[src/rtl/seq_pkg.sv]
package seq_pkg;
    parameter int OPC_W = 4;

    typedef enum logic [1:0] {
        PH_FETCH = 2'd0,
        PH_IND   = 2'd1,
        PH_EXEC  = 2'd2,
        PH_INTR  = 2'd3
    } phase_e;

    localparam logic [OPC_W-1:0] OPC_LOAD  = 4'd1;
    localparam logic [OPC_W-1:0] OPC_STORE = 4'd2;
    localparam logic [OPC_W-1:0] OPC_ADD   = 4'd3;
    localparam logic [OPC_W-1:0] OPC_JUMP  = 4'd4;
endpackage

[src/rtl/seq_decode.sv]
module seq_decode
    import seq_pkg::*;
#(
    parameter int DATA_W = 16,
    parameter int ADDR_W = 11
) (
    input  logic [DATA_W-1:0] ir,
    output logic              is_load,
    output logic              is_store,
    output logic              is_add,
    output logic              is_jump,
    output logic              ind,
    output logic [ADDR_W-1:0] field
);
    localparam int IND_POS = ADDR_W;
    localparam int OPC_POS = ADDR_W + 1;

    logic [OPC_W-1:0] opc;

    assign opc      = ir[OPC_POS +: OPC_W];
    assign ind      = ir[IND_POS];
    assign field    = ir[ADDR_W-1:0];
    assign is_load  = (opc == OPC_LOAD);
    assign is_store = (opc == OPC_STORE);
    assign is_add   = (opc == OPC_ADD);
    assign is_jump  = (opc == OPC_JUMP);
endmodule

[src/rtl/seq_accum.sv]
module seq_accum #(
    parameter int DATA_W = 16
) (
    input  logic              sel_add,
    input  logic [DATA_W-1:0] acc,
    input  logic [DATA_W-1:0] operand,
    output logic [DATA_W-1:0] acc_next
);
    logic [DATA_W-1:0] sum;

    assign sum      = acc + operand;
    assign acc_next = sel_add ? sum : operand;
endmodule

[src/rtl/subcycle_sequencer.sv]
module subcycle_sequencer
    import seq_pkg::*;
#(
    parameter int                DATA_W       = 16,
    parameter int                ADDR_W       = 11,
    parameter logic [ADDR_W-1:0] HANDLER_ADDR = 11'h040,
    parameter logic [ADDR_W-1:0] SP_INIT      = 11'h7FF
) (
    input  logic              clk,
    input  logic              rst_n,
    input  logic              irq,
    input  logic              ie_set,
    input  logic [DATA_W-1:0] mem_rdata,
    output logic [ADDR_W-1:0] mem_addr,
    output logic [DATA_W-1:0] mem_wdata,
    output logic              mem_rd,
    output logic              mem_wr,
    output logic [1:0]        phase,
    output logic [ADDR_W-1:0] pc_out,
    output logic [DATA_W-1:0] acc_out,
    output logic              ie_out
);
    localparam int             IND_BIT = ADDR_W;
    localparam int             PAD_W   = DATA_W - ADDR_W;
    localparam logic [ADDR_W-1:0] ONE_A = ADDR_W'(1);

    typedef struct packed {
        phase_e            phase;
        logic [1:0]        step;
        logic [ADDR_W-1:0] pc;
        logic [ADDR_W-1:0] mar;
        logic [ADDR_W-1:0] sp;
        logic [DATA_W-1:0] mbr;
        logic [DATA_W-1:0] ir;
        logic [DATA_W-1:0] acc;
        logic              ie;
    } state_t;

    state_t st_q, st_d;
    logic   rd_d, wr_d, done_d;

    logic              dec_load, dec_store, dec_add, dec_jump, dec_ind;
    logic [ADDR_W-1:0] dec_field;
    logic [ADDR_W-1:0] ea;
    logic [DATA_W-1:0] acc_next;

    seq_decode #(.DATA_W(DATA_W), .ADDR_W(ADDR_W)) u_decode (
        .ir       (st_q.ir),
        .is_load  (dec_load),
        .is_store (dec_store),
        .is_add   (dec_add),
        .is_jump  (dec_jump),
        .ind      (dec_ind),
        .field    (dec_field)
    );

    seq_accum #(.DATA_W(DATA_W)) u_accum (
        .sel_add  (dec_add),
        .acc      (st_q.acc),
        .operand  (st_q.mbr),
        .acc_next (acc_next)
    );

    // Indirect: pointer left in the buffer register; direct: instruction field
    assign ea = dec_ind ? st_q.mbr[ADDR_W-1:0] : dec_field;

    always_comb begin
        st_d   = st_q;
        rd_d   = 1'b0;
        wr_d   = 1'b0;
        done_d = 1'b0;
        if (ie_set) st_d.ie = 1'b1;

        unique case (st_q.phase)
            PH_FETCH: begin
                unique case (st_q.step)
                    2'd0: begin
                        st_d.mar  = st_q.pc;
                        st_d.step = 2'd1;
                    end
                    2'd1: begin
                        rd_d      = 1'b1;
                        st_d.pc   = st_q.pc + ONE_A;
                        st_d.step = 2'd2;
                    end
                    2'd2: begin
                        st_d.mbr  = mem_rdata;
                        st_d.step = 2'd3;
                    end
                    default: begin
                        st_d.ir    = st_q.mbr;
                        st_d.step  = 2'd0;
                        st_d.phase = st_q.mbr[IND_BIT] ? PH_IND : PH_EXEC;
                    end
                endcase
            end
            PH_IND: begin
                unique case (st_q.step)
                    2'd0: begin
                        st_d.mar  = st_q.mbr[ADDR_W-1:0];
                        st_d.step = 2'd1;
                    end
                    2'd1: begin
                        rd_d      = 1'b1;
                        st_d.step = 2'd2;
                    end
                    default: begin
                        st_d.mbr   = mem_rdata;
                        st_d.step  = 2'd0;
                        st_d.phase = PH_EXEC;
                    end
                endcase
            end
            PH_EXEC: begin
                if (dec_jump) begin
                    st_d.pc = ea;
                    done_d  = 1'b1;
                end else if (dec_store) begin
                    if (st_q.step == 2'd0) begin
                        st_d.mar  = ea;
                        st_d.mbr  = st_q.acc;
                        st_d.step = 2'd1;
                    end else begin
                        wr_d   = 1'b1;
                        done_d = 1'b1;
                    end
                end else if (dec_load || dec_add) begin
                    unique case (st_q.step)
                        2'd0: begin
                            st_d.mar  = ea;
                            st_d.step = 2'd1;
                        end
                        2'd1: begin
                            rd_d      = 1'b1;
                            st_d.step = 2'd2;
                        end
                        2'd2: begin
                            st_d.mbr  = mem_rdata;
                            st_d.step = 2'd3;
                        end
                        default: begin
                            st_d.acc = acc_next;
                            done_d   = 1'b1;
                        end
                    endcase
                end else begin
                    done_d = 1'b1;
                end
                if (done_d) begin
                    st_d.step  = 2'd0;
                    st_d.phase = (irq && st_q.ie) ? PH_INTR : PH_FETCH;
                end
            end
            default: begin
                if (st_q.step == 2'd0) begin
                    st_d.mbr  = {{PAD_W{1'b0}}, st_q.pc};
                    st_d.mar  = st_q.sp;
                    st_d.step = 2'd1;
                end else begin
                    wr_d       = 1'b1;
                    st_d.sp    = st_q.sp - ONE_A;
                    st_d.pc    = HANDLER_ADDR;
                    st_d.ie    = 1'b0;
                    st_d.step  = 2'd0;
                    st_d.phase = PH_FETCH;
                end
            end
        endcase
    end

    always_ff @(posedge clk or negedge rst_n) begin
        if (!rst_n) begin
            st_q.phase <= PH_FETCH;
            st_q.step  <= 2'd0;
            st_q.pc    <= '0;
            st_q.mar   <= '0;
            st_q.sp    <= SP_INIT;
            st_q.mbr   <= '0;
            st_q.ir    <= '0;
            st_q.acc   <= '0;
            st_q.ie    <= 1'b0;
        end else begin
            st_q <= st_d;
        end
    end

    assign mem_addr  = st_q.mar;
    assign mem_wdata = st_q.mbr;
    assign mem_rd    = rd_d;
    assign mem_wr    = wr_d;
    assign phase     = st_q.phase;
    assign pc_out    = st_q.pc;
    assign acc_out   = st_q.acc;
    assign ie_out    = st_q.ie;
endmodule

[config.mk]
export PLATFORM = sky130hd
export DESIGN_NAME = subcycle_sequencer
export DESIGN_NICKNAME = d
export VERILOG_FILES = /design/src/rtl/seq_pkg.sv /design/src/rtl/seq_decode.sv /design/src/rtl/seq_accum.sv /design/src/rtl/subcycle_sequencer.sv
export SDC_FILE = /design/constraint.sdc
export NUM_CORES = 1
export LEC_CHECK = 0
export BUFFER_PORTS_ARGS = -buffer_cell sky130_fd_sc_hd__buf_2
export CORE_UTILIZATION = 41
export DETAILED_ROUTE_END_ITERATION = 7
export PLACE_DENSITY = 0.6
export SLEW_MARGIN = 0
export SYNTH_ARGS = -nofsm -noshare
export SYNTH_HDL_FRONTEND = slang
export SYNTH_HIERARCHICAL = 1
export SYNTH_SLANG_ARGS = --single-unit
[constraint.sdc]
create_clock -name clk -period 3.7 [get_ports clk]
set_input_delay 0.185 -clock clk [delete_from_list [all_inputs] [get_ports clk]]
set_output_delay 0.185 -clock clk [all_outputs]
set_load 0.01 [all_outputs]
; ---- After elaboration in Yosys (flattened, before gate mapping)
; Cells that the tools add are included.
; Widths: inputs -> output; s select.
[classes]
n_addsub = 3
eq_ne = 24
muxes = 54
bitwise = 6
reduce_logical = 18
[op_table]
columns = cell, n
row1 = $mux 16, 8
row2 = $mux 11, 11
row3 = $pmux 11 s3, 2
row4 = $pmux 16 s3, 1
row5 = $mux 2, 9
row6 = $add 16x16->16, 1
row7 = $mux 1, 16
row8 = $reduce_and 5->1, 3
row9 = $ne 2x2->1 const B, 7
row10 = $pmux 2 s3, 2
row11 = $pmux 4 s3, 1
row12 = $reduce_and 4->1, 3
row13 = $add 11x1->11 const B, 1
row14 = $sub 11x1->11 const B, 1
row15 = $ne 3x3->1 const B, 3
row16 = $eq 4x2->1 const B, 2
row17 = $ne 4x4->1 const B, 2
row18 = $not 1->1, 6
row19 = $reduce_or 3->1, 2
row20 = $ne 5x3->1 const B, 1
row21 = $eq 2x1->1 const B, 2
row22 = $eq 2x2->1 const B, 2
row23 = $eq 4x1->1 const B, 1
row24 = $eq 4x3->1 const B, 1
row25 = 13 further kinds, 17
[totals]
register_bits = 86
input_bits = 20
out_inout_bits = 59
elab_cells = 114

; ---- Depth between registers and ports, before layout
; Gate-level depths: netlist of the first run.
[logic_depth]
depth_word = 9
mapped_depth = 9
ltp_nobuf = 9

; ---- Modules after synthesis
; Netlist of the first run, hierarchy kept.
[modules_own_cells]
columns = mod, instances, cells_per_inst, area_each_um2, seq_area_each_um2
row1 = subcycle_sequencer, 1, 492, 5124.9, 2165.8
row2 = seq_accum, 1, 115, 903.4, 0.0
row3 = seq_decode, 1, 16, 128.9, 0.0

; ---- Worst setup path after synthesis of the first run
; Ideal clock, no wire load.
[synth_timing]
path_kind = flip-flop to flip-flop
startpoint = register st_q (netlist bit mem_wdata[0])
endpoint = register, netlist name acc_out[10]
setup_time_ns = 0.125
arrival_time_ns = 2.506
t_required_ns = 3.575
path_slack_ns = 1.069
stages_incl_launch_ff = 10
path_buffers = 0
synth_period_minus_slack_ns = 2.631
path_cell_list = dfrtp_1 > ha_1 > fa_1 > a21o_1 > a221oi_2 > o31ai_1 > a31oi_1 > xnor2_1 > mux2_2 > mux2_2
[synth_via]
elab_chain_cells = 2
[synth_rtl]
columns = item, line
row1 = from (decl), subcycle_sequencer.sv:39  ; state_t st_q, st_d;
row2 = from (signal assigned), subcycle_sequencer.sv:183  ; st_q <= st_d;
row3 = $add 16x16->16, seq_accum.sv:11  ; assign sum = acc + operand;
row4 = $mux 16, seq_accum.sv:12  ; assign acc_next = sel_add ? sum : operand;
row5 = via acc_next[10], subcycle_sequencer.sv:45  ; logic [DATA_W-1:0] acc_next;
; The timed path passes the listed nets, and every way through them passes these cells.
; A chain may end at the register's enable or synchronous reset.

; ---- Final worst setup path of the first run
[layout_timing]
startpoint = register st_q (netlist bit mem_wdata[0])
endpoint = register, netlist name acc_out[10]
[layout_via]
elab_chain_cells = 2
[layout_rtl]
columns = item, line
row1 = $add 16x16->16, seq_accum.sv:11
row2 = $mux 16, seq_accum.sv:12
row3 = via acc_next[10], subcycle_sequencer.sv:45
; The timed path passes the listed nets, and every way through them passes these cells.

==> summary.txt, run 1 <==
STA
  – Final Max Slew Viols: 0
  – Fmax: 342.5 MHz
  – Setup TNS: 0 ns
  – Fin crit share: 0.7891
  – Worst Tran Pin Value: between 1 and 1.5 ns
  – RSZ-0062 raised after global routing: false
  – Fin crit period: between 2 and 3 ns
  – Max Clock Skew: 0.007556 ns
  – Setup violations, final: 0
  – Worst rel slew slack: 0.2382
  – Fin. Hold Viols: 0

Pwr
  – Power Density: 968.0 nW/µm²
  – Clock power frac: 0.174
  – Int Pwr: about 3600 µW
  – Sw Share: 0.4365
  – Comb pwr share: 0.533
  – Pleak: about 0.0029 µW
  – VDD IR max: around 0.41 mV
  – Reg power frac: 0.292
  – P_sw: 2757 µW

Floorplanning
  – Initial Utilization: 0.4220
  – Die Y: ~120 µm
  – FP Rows: 44
  – Num ports: 79
  – CORE AREA: 14590 µm²
  – Die area: between 15000 and 20000 µm²
  – Die Wd: approximately 120 µm

Worst setup path
  – Critical Path AT: around 3.2 ns
  – R2r startpoint: mem_wdata[0]$_DFFE_PN0P_
  – CP Cell Sequence: ha_1 -> fa_1 -> a21o_1 -> a221oi_2 -> o31ai_1 -> a31oi_1 -> xnor2_1 -> mux2_2 -> mux2_2
  – R2R Setup Slk: 0.78 ns
  – CP Buf/Inv Count: 0
  – Slowest stage delay, CP: 0.46 ns
  – Critical path depth: 9
  – Reg2Reg Capture Point: acc_out[10]$_DFFE_PN0P_
  – CP max stage cell: fa_1
  – Crit path from: mem_wdata[0]$_DFFE_PN0P_
  – Worst setup path end: acc_out[10]$_DFFE_PN0P_
  – CP required: between 3 and 4 ns
  – Crit path launch type: flop
  – Critical-path maximum fanout: 7
  – Critical path type: reg -> reg
  – Crit. End Element: flop
  – Crit path max-delay family: compound AO/OA/AOI/OAI gates
  – Crit path top cell by count: mux2_2
  – Worst Reg-to-Reg Cells: 9

Clock network
  – Hold_buf cts: 0
  – Clock buffer depth: 2
  – Post-CTS setup buffers: 0
  – Insertion delay to the later sink of the worst-skew pair: about 0.35 ns
  – Clock root buffer master: clkbuf_16
  – Clock sinks: 86
  – # H-tree levels: 3
  – Inserted Clock Buffers: 9
  – CTS tree: done
  – Clock slew at reported path FFs: around 0.06 ns
  – Resize count post-CTS: 0

Finish
  – Commonest non-fill, non-tap cell in the layout: buf_2
  – P&R area growth vs syn: 5.954%
  – Fin util: 0.4472
  – NumNets Final: about 660
  – Layout cells sized above 1: 0.3136
  – Number of fillers in the final layout: between 1k and 1.5k
  – Commonest non-fill, non-tap cells in the layout: 77 x buf_2, 75 x dfrtp_1, 66 x mux2_2
  – Antenna Cells: 0

Status
  – Status: complete, no violations

Yosys
  – Register area share after synthesis: 0.3518
  – Synth Warn #: 6
  – Top_reg_cell synth: dfrtp_1
  – Number of flops mapped to enable cells by yosys: 0
  – Mapped cell area: slightly above 6000 µm²
  – Syn_area_per_cell: 9.883 µm²
  – Yosys cell types: 77
  – Flops & latches, synth: 86
  – Post-synth ARST share: 1.000
  – Syn_nets: ~670
  – Synth Instances: 623

Detailed routing
  – DRC viols: 0
  – Routed WL: about 16000 µm
  – Remaining antenna violation count after routing: 0
  – Wire length per cell: between 15 and 20 µm
  – Via count: 4809
  – DR vias/cell: between 5 and 6
  – Pre-Repair DR Iteration Count: 6
  – Initial drt markers: slightly below 500

GRT
  – GRT Residual Overflow: 0
  – First-pass GRT wire length: 26190 µm
  – Initial antenna violation count: 1
  – Largest net degree at the start of global routing: 87
  – Total GRT Usage: 0.2143
  – Vias in the first global route: 4713

Place
  – DPL Wire Length: between 10000 and 15000 µm
  – Gpl congestion: 0.9161
  – PortBufs: 78

Hold path
  – Min-delay worst type: in -> async

Job
  – MaxCap Viol Count: 0
==> cell families after synthesis <==
logic type               Yosys count  synth area share
adder cells (fa/ha/maj)           23           0.04796
XOR/XNOR                          24           0.03414
buffers and inverters            118            0.1229
multiplexers                      70            0.1272
flip-flops                        86            0.3518
AO/OA/AOI/OAI                    151            0.1796
AND/OR/NAND/NOR                  151            0.1364
==> per-layer routing <==
metal | up-vias | GRT usage | wire length (µm)
met5 | - | 0 | 8
met4 | 2 | 0.07867 | 386
met3 | 24 | 0.04553 | 758
met2 | 142 | 0.3406 | 7840
met1 | 2411 | 0.2859 | 7086
li1 | 2230 | - | -
==> how the worst min path moves through the flow <==
stage / to / slack (ns) / depth (start not counted)
5_1_grt: ie_out$_DFF_PN0_ / 0.03 / 2
3_5_place_dp: ie_out$_DFF_PN0_ / 0.40 / 2
6_report: acc_out[3]$_DFFE_PN0P_ / 0.04 / 1
4_1_cts: ie_out$_DFF_PN0_ / 0.03 / 2
2_1_floorplan: acc_out[0]$_DFFE_PN0P_ / -0.11 / 0
3_3_place_gp: ie_out$_DFF_PN0_ / 0.39 / 2
==> synthesized netlist by cell type, drive strengths merged, types with 6 or more instances <==
cell,count,share of area
o21ai,25,0.021
clkbuf,9,0.0055
ha,22,0.045
a21oi,20,0.016
nor2,19,0.012
xor2,8,0.011
a222oi,6,0.0098
a21o,7,0.0085
xnor2,16,0.023
a31oi,10,0.010
nand2,43,0.026
inv,18,0.011
dfrtp,75,0.30
nor3,10,0.0089
a22oi,17,0.021
a22o,11,0.016
a32oi,9,0.014
buf,91,0.11
nor2b,6,0.0061
and3,7,0.0073
mux2,66,0.12
dfstp,11,0.047
nand2b,6,0.0061
nand3,27,0.023
==> flip-flops by register name, summed over array words and instances (netlist names) <==
register and flops:
st_q 29, acc_out 16, mem_wdata 16, mem_addr 11, pc_out 11, phase 2
ie_out 1
==> layout make-up <==
type | count | area (µm²) | area share
timing repair buffer | 86 | 452.9 | 0.06943
sequential | 86 | 2166 | 0.3320
tap | 184 | 230.2 | 0.03529
clock inverter | 3 | 90.09 | 0.01381
multi-input combinational | 419 | 3247 | 0.4977
clock buffer | 13 | 270.3 | 0.04143
inverter | 18 | 67.56 | 0.01036
==> power groups by stage <==
stage	sequential [µW]	combinational, µW	clock [µW]
global placement	1840	3290	0
global route	1920	3700	1160
CTS	1840	3360	1120
detailed placement	1860	3340	0
finish	1850	3370	1100
floorplan	1660	2980	0
==> per-stage QoR <==
step | setup slack [ns] | hold WS, ns | instance area [µm²] | total power [µW] | cells
floorplan | 1.069 | -0.1106 | 6157 | 4638 | 623
global placement | 0.8268 | 0.3939 | 6163 | 5127 | 793
detailed placement | 0.8161 | 0.3979 | 6163 | 5204 | 793
CTS | 0.7986 | 0.03037 | 6524 | 6329 | 809
global route | 0.6119 | 0.03087 | 6524 | 6778 | 809
finish | 0.7803 | 0.04183 | 6524 | 6315 | 809
Power figures use the tool's default switching activity.
==> inputs of run 2 (changes only) <==
--- a/config.mk
+++ b/config.mk
@@ -5,10 +5,11 @@
 export SDC_FILE = /design/constraint.sdc
 export NUM_CORES = 1
 export LEC_CHECK = 0
+export ABC_AREA = 1
 export BUFFER_PORTS_ARGS = -buffer_cell sky130_fd_sc_hd__buf_2
 export CORE_UTILIZATION = 41
 export DETAILED_ROUTE_END_ITERATION = 7
-export PLACE_DENSITY = 0.6
+export PLACE_DENSITY = 0.59
 export SLEW_MARGIN = 0
 export SYNTH_ARGS = -nofsm -noshare
 export SYNTH_HDL_FRONTEND = slang
==> constraint.sdc (replaced) <==
create_clock -name clk -period 2.7 [get_ports clk]
set_input_delay 0.135 -clock clk [delete_from_list [all_inputs] [get_ports clk]]
set_output_delay 0.135 -clock clk [all_outputs]
set_load 0.01 [all_outputs]
==> summary.txt, run 2 <==
Place
  – Gpl congestion: 0.9042
  – Worst slack at placement: 0.4874 ns
  – DPL Wire Length: 13550 µm
  – PortBufs: 78

Yosys
  – Flops & latches, synth: 86
  – Most frequent cells after synthesis: 387 x nand2_1, 104 x inv_1, 83 x nor2_1
  – Synth Warn #: 6
  – Synth area leaders: dfrtp_1 28%, nand2_1 22%, buf_4 7.8%
  – Mapped cell area: ~6700 µm²
  – Area share of the largest cell type after synthesis: 0.2784
  – Syn_nets: 1063
  – Number of flops mapped to enable cells by yosys: 0
  – Syn_area_per_cell: about 6.6 µm²
  – Synth Instances: between 1k and 1.5k
  – Post-synth ARST share: 1.000
  – Top_reg_cell synth: dfrtp_1
  – Register area share after synthesis: 0.3213
  – Count leader, synth: nand2_1
  – Synth area leader: dfrtp_1
  – Yosys cell types: 39

STA
  – Fin crit period: between 2 and 2.5 ns
  – Fin. Hold Viols: 0
  – Max Clock Skew: roughly 0.0063 ns
  – Fin crit share: 0.8244
  – Setup TNS: 0 ns
  – Setup violations, final: 0
  – Final Max Slew Viols: 0
  – Fmax: approximately 450 MHz
  – Worst Tran Pin Value: approximately 1.1 ns
  – PnR worst setup slack: 0.4742 ns
  – RSZ-0062 raised after global routing: false
  – Worst rel slew slack: 0.2993

Pwr
  – Pleak: about 0.0040 µW
  – VDD IR max: 0.6093 mV
  – Power Density: roughly 1100 nW/µm²

Worst setup path
  – Critical path type: reg -> reg
  – Critical-path maximum fanout: 34
  – Crit path launch type: flop
  – CP required: between 2 and 3 ns
  – Crit. End Element: flop
  – Critical Path AT: roughly 2.5 ns

GRT
  – Initial antenna violation count: 0
  – GRT Residual Overflow: 0
  – Total GRT Usage: 0.2222
  – Largest net degree at the start of global routing: 48
  – Vias in the first global route: about 5.6k
  – First-pass GRT wire length: approximately 29000 µm

Floorplanning
  – Die area: roughly 17000 µm²
  – Initial Utilization: 0.4228
  – Die Wd: ~130 µm
  – Num ports: a little under 80
  – FP Rows: 46
  – Die Y: 130.2 µm
  – CORE AREA: 15940 µm²

Detailed routing
  – Routed WL: between 15000 and 20000 µm
  – DR vias/cell: between 4 and 5
  – Initial drt markers: about 400
  – Via count: 6141
  – DRC viols: 0
  – Remaining antenna violation count after routing: 0
  – Wire length per cell: roughly 14 µm
  – Pre-Repair DR Iteration Count: 5

Clock network
  – # H-tree levels: 3
  – Clock sinks: 86
  – Hold_buf cts: 1
  – Clock root buffer master: clkbuf_16
  – Insertion delay to the later sink of the worst-skew pair: approximately 0.35 ns
  – CTS tree: done
  – Clock slew at reported path FFs: 0.07 ns
  – Resize count post-CTS: 0
  – Clock buffer depth: 2
  – Inserted Clock Buffers: 9
  – Post-CTS setup buffers: 0

Finish
  – Number of fillers in the final layout: around 1.7k
  – Antenna Cells: 0
  – P&R area growth vs syn: 6.868%
  – Layout cells sized above 1: 0.1618
  – NumNets Final: between 1k and 1.5k
  – Commonest non-fill, non-tap cells in the layout: 387 x nand2_1, 104 x inv_1, 81 x nor2_1
  – Biggest register: st_q
  – Max reg flops: 29
  – Commonest non-fill, non-tap cell in the layout: nand2_1

Hold path
  – Min-delay worst type: in -> reg

Status
  – Status: complete, no violations

Job
  – MaxCap Viol Count: 0
[run 2: changes by cell type after synthesis, sizes merged, moves of 9 or more]
cell / before / now
a22o: 11 / 0
a22oi: 17 / 0
a31oi: 10 / 0
a32oi: 9 / 0
inv: 18 / 111
mux2: 66 / 4
nand2: 43 / 394
nand3: 27 / 42
nand4: 3 / 22
nor2: 19 / 85
o211ai: 3 / 15
o21ai: 25 / 85
xnor2: 16 / 3
[run 2: layout make-up]
type | instances | area [µm²] | area share
Clock buffer | 10 | 239.0 | 0.03318
Clock inverter | 6 | 93.84 | 0.01303
Inverter | 113 | 424.2 | 0.05888
Multi-Input combinational cell | 719 | 3465 | 0.4810
Sequential cell | 86 | 2166 | 0.3007
Tap cell | 216 | 270.3 | 0.03752
Timing Repair Buffer | 98 | 545.5 | 0.07573
[run 2: layer usage]
layer / track usage / wire, µm / vias to the layer above
met1: 0.3076 / 8764 / 2801
met5: 0 / 0 / -
met2: 0.3608 / 8157 / 181
li1: - / - / 3143
met3: 0.02993 / 840 / 16
met4: 0.06361 / 214 / 0
[run 2: critical path, cell delays in order, from the launching register on]
cell	delay, ns
dfrtp_1	0.42
inv_1	0.12
ha_1	0.86
o21ai_0	0.27
o21ai_0	0.20
nand4_1	0.10
nand2_1	0.08
nand2_1	0.05
[run 2: cell families (layout without fill, tap and decap cells)]
family,after synthesis,after routing,share of synthesized area
AOI/OAI and AO/OA,117,117,0.1028
xor gates and xnor gates,14,14,0.01819
adders and majority gates,23,23,0.04381
buffers and inverters,215,227,0.1654
DFF,86,86,0.3213
muxes,4,4,0.006682
and+or+nand+nor,561,561,0.3417
[run 2: worst paths after layout]
| kind | slack, ns | cells after the start | from | to |
|---|---|---|---|---|
| hold / removal | 0.01 | 3 | ie_set | ie_out$_DFF_PN0_ |
| setup / recovery | 0.47 | 7 | st_q[82]$_DFFE_PN0P_ | mem_wdata[3]$_DFFE_PN0P_ |
| min in group asynchronous | 0.35 | 2 | rst_n | mem_addr[3]$_DFFE_PN0P_ |
| setup reg to reg | 0.47 | 7 | st_q[82]$_DFFE_PN0P_ | mem_wdata[3]$_DFFE_PN0P_ |
| hold reg to reg | 0.48 | 2 | mem_addr[5]$_DFFE_PN0P_ | mem_addr[5]$_DFFE_PN0P_ |
| max in group asynchronous | 1.58 | 3 | rst_n | mem_wdata[15]$_DFFE_PN0P_ |
[run 2: where the power goes]
part | switching (µW) | internal [µW] | total, µW
logic | 2910 | 1580 | 4490
registers | 585 | 1790 | 2370
clock network | 572 | 844 | 1420
total | 4070 | 4210 | 8280
[run 2: per-stage QoR]
step | hold slack, ns | util | std cells | total power [µW] | instance area (µm²)
floorplan | -0.1606 | - | 1020 | 5955 | 6740
global placement | 0.2029 | 0.4303 | 1231 | 6836 | 6860
detailed placement | 0.1983 | 0.4303 | 1231 | 6894 | 6860
CTS | 0.002680 | 0.4518 | 1248 | 8337 | 7203
global route | 0.02898 | 0.4518 | 1248 | 9085 | 7203
finish | 0.01488 | 0.4518 | 1248 | 8283 | 7203
